$ cat config.mk
export PLATFORM = sky130hd
export DESIGN_NAME = serial_alu
export DESIGN_NICKNAME = d
export VERILOG_FILES = /design/src/rtl/serial_alu_pkg.sv /design/src/rtl/serial_alu_bitcell.sv /design/src/rtl/serial_alu_ctrl.sv /design/src/rtl/serial_alu_dpath.sv /design/src/rtl/serial_alu.sv
export SDC_FILE = /design/constraint.sdc
export NUM_CORES = 1
export LEC_CHECK = 0
export ABC_CLOCK_PERIOD_IN_PS = 2350
export BUFFER_PORTS_ARGS = -buffer_cell sky130_fd_sc_hd__buf_2
export CAP_MARGIN = 20
export CORE_MARGIN = 3
export CORE_UTILIZATION = 30
export CTS_CLUSTER_SIZE = 28
export DETAILED_ROUTE_END_ITERATION = 10
export MAX_ROUTING_LAYER = met4
export PLACE_DENSITY = 0.5
export SKIP_CTS_REPAIR_TIMING = 1
export SYNTH_ARGS = -nofsm -noshare
export SYNTH_HDL_FRONTEND = slang
export SYNTH_HIERARCHICAL = 1
export SYNTH_SLANG_ARGS = --single-unit
$ cat constraint.sdc
create_clock -name clk -period 2.35 [get_ports clk]
set_input_delay 0.235 -clock clk [delete_from_list [all_inputs] [get_ports clk]]
set_output_delay 0.235 -clock clk [all_outputs]
set_load 0.02 [all_outputs]
$ cat src/rtl/serial_alu_pkg.sv
package serial_alu_pkg;

  typedef enum logic [2:0] {
    OP_ADD = 3'd0,
    OP_SUB = 3'd1,
    OP_AND = 3'd2,
    OP_OR  = 3'd3,
    OP_NOT = 3'd4
  } aluOp_e;

  typedef struct packed {
    logic capture;
    logic step;
    logic finish;
  } ctrlStrobe_t;

  function automatic logic opIsValid(input logic [2:0] code);
    return code <= 3'd4;
  endfunction

  function automatic logic opIsArith(input logic [2:0] code);
    return (code == OP_ADD) || (code == OP_SUB);
  endfunction

endpackage

$ cat src/rtl/serial_alu_bitcell.sv
module serial_alu_bitcell
  import serial_alu_pkg::*;
(
  input  logic [2:0] op,
  input  logic       aBit,
  input  logic       bBit,
  input  logic       carryIn,
  output logic       resBit,
  output logic       carryOut
);

  logic bEff;
  logic sumBit;

  always_comb begin
    bEff     = (op == OP_SUB) ? ~bBit : bBit;
    sumBit   = aBit ^ bEff ^ carryIn;
    carryOut = (aBit & bEff) | (carryIn & (aBit ^ bEff));
    case (op)
      OP_ADD,
      OP_SUB:  resBit = sumBit;
      OP_AND:  resBit = aBit & bBit;
      OP_OR:   resBit = aBit | bBit;
      OP_NOT:  resBit = ~aBit;
      default: resBit = 1'b0;
    endcase
  end

endmodule

$ cat src/rtl/serial_alu_ctrl.sv
module serial_alu_ctrl
  import serial_alu_pkg::*;
#(
  parameter int WIDTH = 4
) (
  input  logic        clk,
  input  logic        rstN,
  input  logic        start,
  input  logic [2:0]  opSel,
  output ctrlStrobe_t stb,
  output logic        busy,
  output logic        done
);

  localparam int CNTW = (WIDTH > 2) ? $clog2(WIDTH) : 1;
  localparam logic [CNTW-1:0] LAST = CNTW'(WIDTH - 1);

  logic [CNTW-1:0] bitCnt;
  logic            lastStep;

  assign lastStep    = busy && (bitCnt == LAST);
  assign stb.capture = !busy && start && opIsValid(opSel);
  assign stb.step    = busy;
  assign stb.finish  = lastStep;

  always_ff @(posedge clk) begin
    if (!rstN) begin
      busy   <= 1'b0;
      done   <= 1'b0;
      bitCnt <= '0;
    end else begin
      done <= 1'b0;
      if (!busy) begin
        bitCnt <= '0;
        if (stb.capture) busy <= 1'b1;
      end else begin
        bitCnt <= bitCnt + 1'b1;
        if (lastStep) begin
          busy <= 1'b0;
          done <= 1'b1;
        end
      end
    end
  end

  AST_DONE_SINGLE: assert property (@(posedge clk) disable iff (!rstN)
    done |=> !done);
  AST_CAPTURE_RUNS: assert property (@(posedge clk) disable iff (!rstN)
    stb.capture |=> (busy && !done));
  AST_FINISH_DONE: assert property (@(posedge clk) disable iff (!rstN)
    stb.finish |=> (done && !busy));
  AST_NO_RESTART: assert property (@(posedge clk) disable iff (!rstN)
    (busy && start && !stb.finish) |=> busy);
  AST_RESERVED_IGNORED: assert property (@(posedge clk) disable iff (!rstN)
    (!busy && start && (opSel > 3'd4)) |=> !busy);
  AST_STROBE_EXCLUSIVE: assert property (@(posedge clk) disable iff (!rstN)
    $onehot0({stb.capture, stb.step}));

endmodule

$ cat src/rtl/serial_alu_dpath.sv
module serial_alu_dpath
  import serial_alu_pkg::*;
#(
  parameter int WIDTH = 4,
  parameter int NREG  = 4
) (
  input  logic              clk,
  input  logic              rstN,
  input  ctrlStrobe_t       stb,
  input  logic [2:0]        opSel,
  input  logic [$clog2(NREG)-1:0] srcASel,
  input  logic [$clog2(NREG)-1:0] srcBSel,
  input  logic [$clog2(NREG)-1:0] dstSel,
  input  logic              loadEn,
  input  logic [$clog2(NREG)-1:0] loadSel,
  input  logic [WIDTH-1:0]  loadData,
  input  logic [$clog2(NREG)-1:0] rdSel,
  output logic [WIDTH-1:0]  rdData,
  output logic              carryFlag
);

  localparam int SELW = $clog2(NREG);

  logic [NREG-1:0][WIDTH-1:0] regFile;
  logic [WIDTH-1:0] opA, opB, resSr, nextRes;
  logic [2:0]       curOp;
  logic [SELW-1:0]  curDst;
  logic             carry, resBit, carryOut;

  serial_alu_bitcell u_cell (
    .op       (curOp),
    .aBit     (opA[0]),
    .bBit     (opB[0]),
    .carryIn  (carry),
    .resBit   (resBit),
    .carryOut (carryOut)
  );

  assign nextRes = {resBit, resSr[WIDTH-1:1]};
  assign rdData  = regFile[rdSel];

  always_ff @(posedge clk) begin
    if (!rstN) begin
      opA   <= '0;
      opB   <= '0;
      resSr <= '0;
      curOp <= OP_ADD;
      curDst <= '0;
      carry <= 1'b0;
    end else if (stb.capture) begin
      opA    <= regFile[srcASel];
      opB    <= regFile[srcBSel];
      curOp  <= opSel;
      curDst <= dstSel;
      carry  <= (opSel == OP_SUB);
      resSr  <= '0;
    end else if (stb.step) begin
      opA   <= opA >> 1;
      opB   <= opB >> 1;
      resSr <= nextRes;
      if (opIsArith(curOp)) carry <= carryOut;
    end
  end

  always_ff @(posedge clk) begin
    if (!rstN) begin
      regFile   <= '0;
      carryFlag <= 1'b0;
    end else if (stb.finish) begin
      regFile[curDst] <= nextRes;
      carryFlag       <= opIsArith(curOp) ? carryOut : 1'b0;
    end else if (loadEn && !stb.step) begin
      regFile[loadSel] <= loadData;
    end
  end

  AST_REGS_HELD: assert property (@(posedge clk) disable iff (!rstN)
    (stb.step && !stb.finish) |=> $stable(regFile));
  AST_LOGIC_FLAG: assert property (@(posedge clk) disable iff (!rstN)
    (stb.finish && !opIsArith(curOp)) |=> !carryFlag);
  AST_FLAG_HELD: assert property (@(posedge clk) disable iff (!rstN)
    !stb.finish |=> $stable(carryFlag));
  AST_SUB_PRESET: assert property (@(posedge clk) disable iff (!rstN)
    (stb.capture && opSel == OP_SUB) |=> carry);

endmodule

$ cat src/rtl/serial_alu.sv
module serial_alu
  import serial_alu_pkg::*;
#(
  parameter int WIDTH = 4,
  parameter int NREG  = 4,
  localparam int SELW = $clog2(NREG)
) (
  input  logic             clk,
  input  logic             rstN,
  input  logic             start,
  input  logic [2:0]       opSel,
  input  logic [SELW-1:0]  srcASel,
  input  logic [SELW-1:0]  srcBSel,
  input  logic [SELW-1:0]  dstSel,
  input  logic             loadEn,
  input  logic [SELW-1:0]  loadSel,
  input  logic [WIDTH-1:0] loadData,
  input  logic [SELW-1:0]  rdSel,
  output logic [WIDTH-1:0] rdData,
  output logic             busy,
  output logic             done,
  output logic             carryFlag
);

  ctrlStrobe_t stb;

  serial_alu_ctrl #(.WIDTH(WIDTH)) u_ctrl (
    .clk   (clk),
    .rstN  (rstN),
    .start (start),
    .opSel (opSel),
    .stb   (stb),
    .busy  (busy),
    .done  (done)
  );

  serial_alu_dpath #(.WIDTH(WIDTH), .NREG(NREG)) u_dpath (
    .clk       (clk),
    .rstN      (rstN),
    .stb       (stb),
    .opSel     (opSel),
    .srcASel   (srcASel),
    .srcBSel   (srcBSel),
    .dstSel    (dstSel),
    .loadEn    (loadEn),
    .loadSel   (loadSel),
    .loadData  (loadData),
    .rdSel     (rdSel),
    .rdData    (rdData),
    .carryFlag (carryFlag)
  );

endmodule

==> results of run 1 <==
## per-layer routing
layer	global-route usage [%]	share of wire, %
met5	-	0
met4	3.79	0.63
met2	21.0	48
met1	18.9	49
met3	2.58	2.0
## tightest hold or removal path: stages
cell and delay, ns:
buf_2 0.08, mux2i_1 0.05, nor2b_1 0.09
## area by class of cell
cell class / count / area [um2]
Fill cell: 825 / 5080
Multi-Input combinational cell: 167 / 1530
Sequential cell: 38 / 761
Timing Repair Buffer: 34 / 188
Tap cell: 102 / 128
Clock buffer: 6 / 82.6
Inverter: 10 / 37.5
## power by group through the flow
stage | Clock (W) | Combinational [W] | Sequential, W
2_1_floorplan | 0 | 0.000171 | 0.000700
4_1_cts | 0.000469 | 0.000238 | 0.000695
3_3_place_gp | 0 | 0.000234 | 0.000709
6_report | 0.000445 | 0.000239 | 0.000696
3_5_place_dp | 0 | 0.000236 | 0.000710
5_1_grt | 0.000487 | 0.000263 | 0.000701
## state kept, by name, summed over array words and instances (netlist names), 2 cells and up
name	count
u_dpath/opB	4
u_dpath/opA	4
u_dpath/curDst	2
u_dpath/curOp	3
u_ctrl/bitCnt	2
u_dpath/regFile	16
u_dpath/resSr	3
## kinds of logic (layout without fill, tap and decap cells)
kind of cell    after synthesis  after routing
simple gates                 79             79
compound gates               42             42
flops                        38             38
mux                          43             43
xor+xnor                      1              1
fa+ha+maj                     2              2
buf+inv                      31             50
## layout by cell type, fill, tap and decap left out, types with 6 or more instances in the layout
cell type / n
dfxtp_1: 38
clkbuf_8: 6
and4b_1: 12
mux2_2: 6
buf_2: 27
buf_4: 7
mux4_2: 12
mux2i_1: 25
a21oi_1: 7
nand2_1: 21
o21ai_0: 19
nor2_1: 6
inv_1: 10
nor4bb_1: 10
## worst paths after layout
| check | from | end | depth (start not counted) | slack [ns] |
|---|---|---|---|---|
| worst min-delay path | dstSel[1] | u_dpath/curDst[1]$_SDFFE_PN0P_ | 3 | 0.20 |
| worst max register to register | u_dpath/curOp[1]$_SDFFE_PN0P_ | u_dpath/regFile[3]$_SDFFE_PN0P_ | 9 | 0.14 |
| worst min register to register | u_ctrl/bitCnt[0]$_SDFF_PN0_ | u_ctrl/bitCnt[0]$_SDFF_PN0_ | 1 | 0.43 |
| worst max-delay path | u_dpath/curOp[1]$_SDFFE_PN0P_ | u_dpath/regFile[3]$_SDFFE_PN0P_ | 9 | 0.14 |
## per-stage QoR
| stage | utilization, % | setup slack, ns | cells | hold slack (ns) | TNS [ns] |
|---|---|---|---|---|---|
| 4_1_cts | 34.8 | -0.0389 | 357 | 0.197 | -0.0389 |
| 6_report | 35.0 | 0.143 | 357 | 0.204 | 0 |
| 3_5_place_dp | 33.7 | -0.000898 | 351 | 0.419 | -0.000898 |
| 3_3_place_gp | 33.7 | 0.0110 | 351 | 0.415 | 0 |
| 5_1_grt | 35.0 | 0.00707 | 357 | 0.230 | 0 |
| 2_1_floorplan | - | 0.161 | 236 | 0.397 | 0 |
==> impl_metrics.yaml, run 1 <==
drt:
  wl_mm: 5.88
  drt-initial-drc-count: 79
  drc: 0
  dr.pass1.iters: 4
  ant_nets: 0
  vias: 1864
  wl_per_cell_um: 16.5
  avgViaCountPerCell: 5.22
setup_path:
  worstPathRequired_ns: 2.57
  cp_max_fo: 5
  cp-start-kind: "flop"
  crit_path_end_kind: "flop"
  cp_top_family: "compound AO/OA/AOI/OAI gates"
  cp_slowest_stage_delay_ns: 0.49
  worst-path-buf-inv: 0
  worstPathArrival_ns: 2.42
  crit_chain: "nor3b_2 > xor2_1 > fa_1 > nor2_1 > a311o_1 > o41ai_2 > nor4bb_1 > o21ai_0 > mux2i_1"
  critPathKind: "reg -> reg"
  crit_slowest_cell: "fa_1"
clock_tree:
  clockBufferDepth: 2
  cts_num_sinks: 38
  cts_root_buffer: "clkbuf_8"
  cts-buffers-inserted: 5
  cts_tree: "done"
  clock_latency_ns: 0.28
  htreeDepth: 2
  cts.clk_slew.worst_paths_ns: 0.07
pwr:
  p_int_w: 0.00101
  power_frac_clock_pct: 32.2
  p_seq_share_pct: 50.4
  p_sw_share_pct: 27.1
  combPwrFrac_pct: 17.3
  finalPower_w: 0.00138
  power.switching_w: 0.000375
  p_leak_nw: 1.10
  cellPowerDensity_nw_per_um2: 506
  ir_worst_vdd_mv: 0.200
logic_synthesis:
  synthAdderAreaFrac_pct: 1.33
  yosysSeqAreaShare_pct: 31.2
  synth.most_common_cell: "dfxtp_1"
  synthCells: 236
  ys_types: 44
  synth_edf_count: 0
  synth_top_family_by_area: "simple AND/OR/NAND/NOR gates"
  synth_commonest_cells: "dfxtp_1 (38), mux2i_1 (25), nand2_1 (21)"
  ys_async_sr_fraction_pct: 0
  ys_ff_latch: 38
  syn_nets: 259
  synth_top_cell_area_share_pct: 31.2
  synth_xor_area_share_pct: 0.359
  yosys-mux-area-fraction_pct: 24.1
  synth_flop_cell: "dfxtp_1"
  synth_largest_area_cell: "dfxtp_1"
  avgSynthCellArea_um2: 10.3
  synth_warnings: 6
  synth_area_leaders: "dfxtp_1 (31%), mux4_2 (11%), mux2i_1 (10%), and4b_1 (4.9%), nor4bb_1 (4.1%)"
  synth-compound-area-share_pct: 12.4
  syn_area_um2: 2440
  post_synth_and_or_nand_nor_area_fraction_pct: 24.1
floorplan:
  boundaryPins: 28
  core_area_um2: 7810
  rows: 32
  dieArea_um2: 9260
  die_h_um: 96.2
  die_x_um: 96.2
  initial_core_util_pct: 31.3
layout:
  area_growth_pct: 11.8
  drive_gt1_share_pct: 29.4
  design_area_um2: 2730
  nNetsFinal: 279
  diodes: 0
timing:
  period_share_pct: 93.9
  rsz0062_at_grt: "no"
  worst_pin_slew_ns: 0.790
  slew_violations: 0
  slew_headroom_pct: 47.3
  max_freq_mhz: 453
  setup_violations: 0
  period_minus_slack_ns: 2.21
  hold_violations: 0
  skew_ns: 0.00356
placed_design:
  place_area_um2: 2630
  dpl.hpwl_mm: 4.11
  gp_congestion: 0.719
  io_buffers: 27
job:
  cap_violations: 0
min_path:
  hold_path_class: "in -> reg"
grt:
  grt_pass1_wl_mm: 9.60
  grt_remaining_overflow: 0
  grt_antenna_before_repair: 0
  track_usage_pct: 13.9
  grt_pass1_vias: 1813
  grt_max_degree: 52
status:
  status: "completed"
Note: power is estimated with default switching activity, not from simulation.
==> run 2, diff against run 1 <==
--- a/config.mk
+++ b/config.mk
@@ -8,12 +8,14 @@
 export ABC_CLOCK_PERIOD_IN_PS = 2350
 export BUFFER_PORTS_ARGS = -buffer_cell sky130_fd_sc_hd__buf_2
 export CAP_MARGIN = 20
+export CELL_PAD_IN_SITES_DETAIL_PLACEMENT = 0
+export CELL_PAD_IN_SITES_GLOBAL_PLACEMENT = 1
 export CORE_MARGIN = 3
 export CORE_UTILIZATION = 30
 export CTS_CLUSTER_SIZE = 28
 export DETAILED_ROUTE_END_ITERATION = 10
 export MAX_ROUTING_LAYER = met4
-export PLACE_DENSITY = 0.5
+export PLACE_DENSITY = 0.6
 export SKIP_CTS_REPAIR_TIMING = 1
 export SYNTH_ARGS = -nofsm -noshare
 export SYNTH_HDL_FRONTEND = slang
==> impl_metrics.yaml, run 2 (synthesis results as in run 1) <==
status:
  status: "completed"
grt:
  grt_pass1_vias: 1754
  grt_max_degree: 46
  grt_antenna_before_repair: 0
  track_usage_pct: 13.6
  grt_remaining_overflow: 0
  grt_pass1_wl_mm: 9.35
setup_path:
  cp_max_fo: 5
  crit_path_end_kind: "flop"
  rr_startpoint: "u_dpath/curOp[1]$_SDFFE_PN0P_"
  cp-startpoint: "u_dpath/curOp[1]$_SDFFE_PN0P_"
  critPathKind: "reg -> reg"
  cp-start-kind: "flop"
  worstPathArrival_ns: 2.40
  worstPathRequired_ns: 2.58
clock_tree:
  cts.clk_slew.worst_paths_ns: 0.08
  htreeDepth: 2
  clockBufferDepth: 2
  cts_tree: "done"
  cts_num_sinks: 38
  clock_latency_ns: 0.29
  cts_root_buffer: "clkbuf_8"
  cts-buffers-inserted: 5
floorplan:
  initial_core_util_pct: 31.3
  die_h_um: 96.2
  core_area_um2: 7810
  rows: 32
  die_x_um: 96.2
  boundaryPins: 28
  dieArea_um2: 9260
placed_design:
  gp_congestion: 0.787
  io_buffers: 27
  dpl.hpwl_mm: 4.13
  dp_cells: 352
  place_area_um2: 2640
  place_ws_ns: 0.0158
layout:
  design_area_um2: 2800
  reg_top3: "u_dpath/regFile x16, u_dpath/opA x4, u_dpath/opB x4"
  drive_gt1_share_pct: 30.6
  seqCellArea_um2: 761
  n_fill_cell: 800
  nNetsFinal: 280
  diodes: 0
  final_common_cell: "dfxtp_1"
  area_growth_pct: 14.8
  largest_register: "u_dpath/regFile"
  instances_no_fill: 360
  largest_register_ffs: 16
  multiInputGateArea_um2: 1540
  final_cell_mix: "dfxtp_1 (38), buf_2 (27), mux2i_1 (25)"
timing:
  period_share_pct: 92.7
  slew_headroom_pct: 50.7
  worst_pin_slew_ns: 0.739
  fin_tns_setup_ns: 0
  fin_ws_ns: 0.172
  period_minus_slack_ns: 2.18
  hold_violations: 0
  rsz0062_at_grt: "no"
  max_freq_mhz: 459
  slew_violations: 0
  skew_ns: 0.00411
  setup_violations: 0
min_path:
  hp-start: "dstSel[0]"
  hold_path_class: "in -> reg"
drt:
  wl_per_cell_um: 15.9
  dr.pass1.iters: 4
  wl_mm: 5.72
  drt-initial-drc-count: 83
  drc: 0
  vias: 1845
  ant_nets: 0
  avgViaCountPerCell: 5.13
pwr:
  cellPowerDensity_nw_per_um2: 581
  finalPower_w: 0.00163
  ir_worst_vdd_mv: 0.236
  p_leak_nw: 1.14
job:
  cap_violations: 0
==> run 2: cell count changes in the layout (fill, tap and decap cells not counted) <==
cell	delta
nor4bb_2	+1
buf_4	+1
nor4bb_1	-1
bufinv_16	+2
==> run 2: final cells by class <==
| class | count | share of cell area, % |
|---|---|---|
| inverter | 10 | 1.34 |
| sequential | 38 | 27.1 |
| clock buffer | 6 | 2.95 |
| multi-input combinational | 167 | 54.9 |
| tap | 102 | 4.55 |
| clock inverter | 2 | 2.14 |
| timing repair buffer | 35 | 6.96 |
==> run 2: power by group <==
group	switching, W	internal, W
combinational	0.000126	0.000113
sequential	0.0000290	0.000667
clock	0.000240	0.000453
==> run 2: stage by stage <==
step / hold WS (ns) / utilization (%)
2_1_floorplan: 0.397 / -
3_3_place_gp: 0.407 / 33.8
3_5_place_dp: 0.417 / 33.8
4_1_cts: 0.195 / 35.7
5_1_grt: 0.199 / 35.9
6_report: 0.199 / 35.9
==> run 2: worst max-delay path: stages (launching register included) <==
cell and delay [ns]:
dfxtp_1 0.32, nor3b_2 0.19, xor2_1 0.10, fa_1 0.49, nor2_1 0.04, a311o_1 0.32
o41ai_2 0.10, nor4bb_2 0.28, o21ai_0 0.11, mux2i_1 0.15
==> run 2: worst paths after layout <==
check	to	slack [ns]	depth (start not counted)
setup / recovery	u_dpath/regFile[3]$_SDFFE_PN0P_	0.17	9
hold reg to reg	u_ctrl/bitCnt[0]$_SDFF_PN0_	0.42	1
hold / removal	u_dpath/curDst[0]$_SDFFE_PN0P_	0.20	3
setup reg to reg	u_dpath/regFile[3]$_SDFFE_PN0P_	0.17	9
==> run 2: layer usage <==
layer	track usage, %	wire length [um]	up-vias
li1	-	-	927
met3	2.58	144	6
met2	21.3	2670	21
met4	3.91	66	0
met1	17.8	2840	891
met5	-	0	-
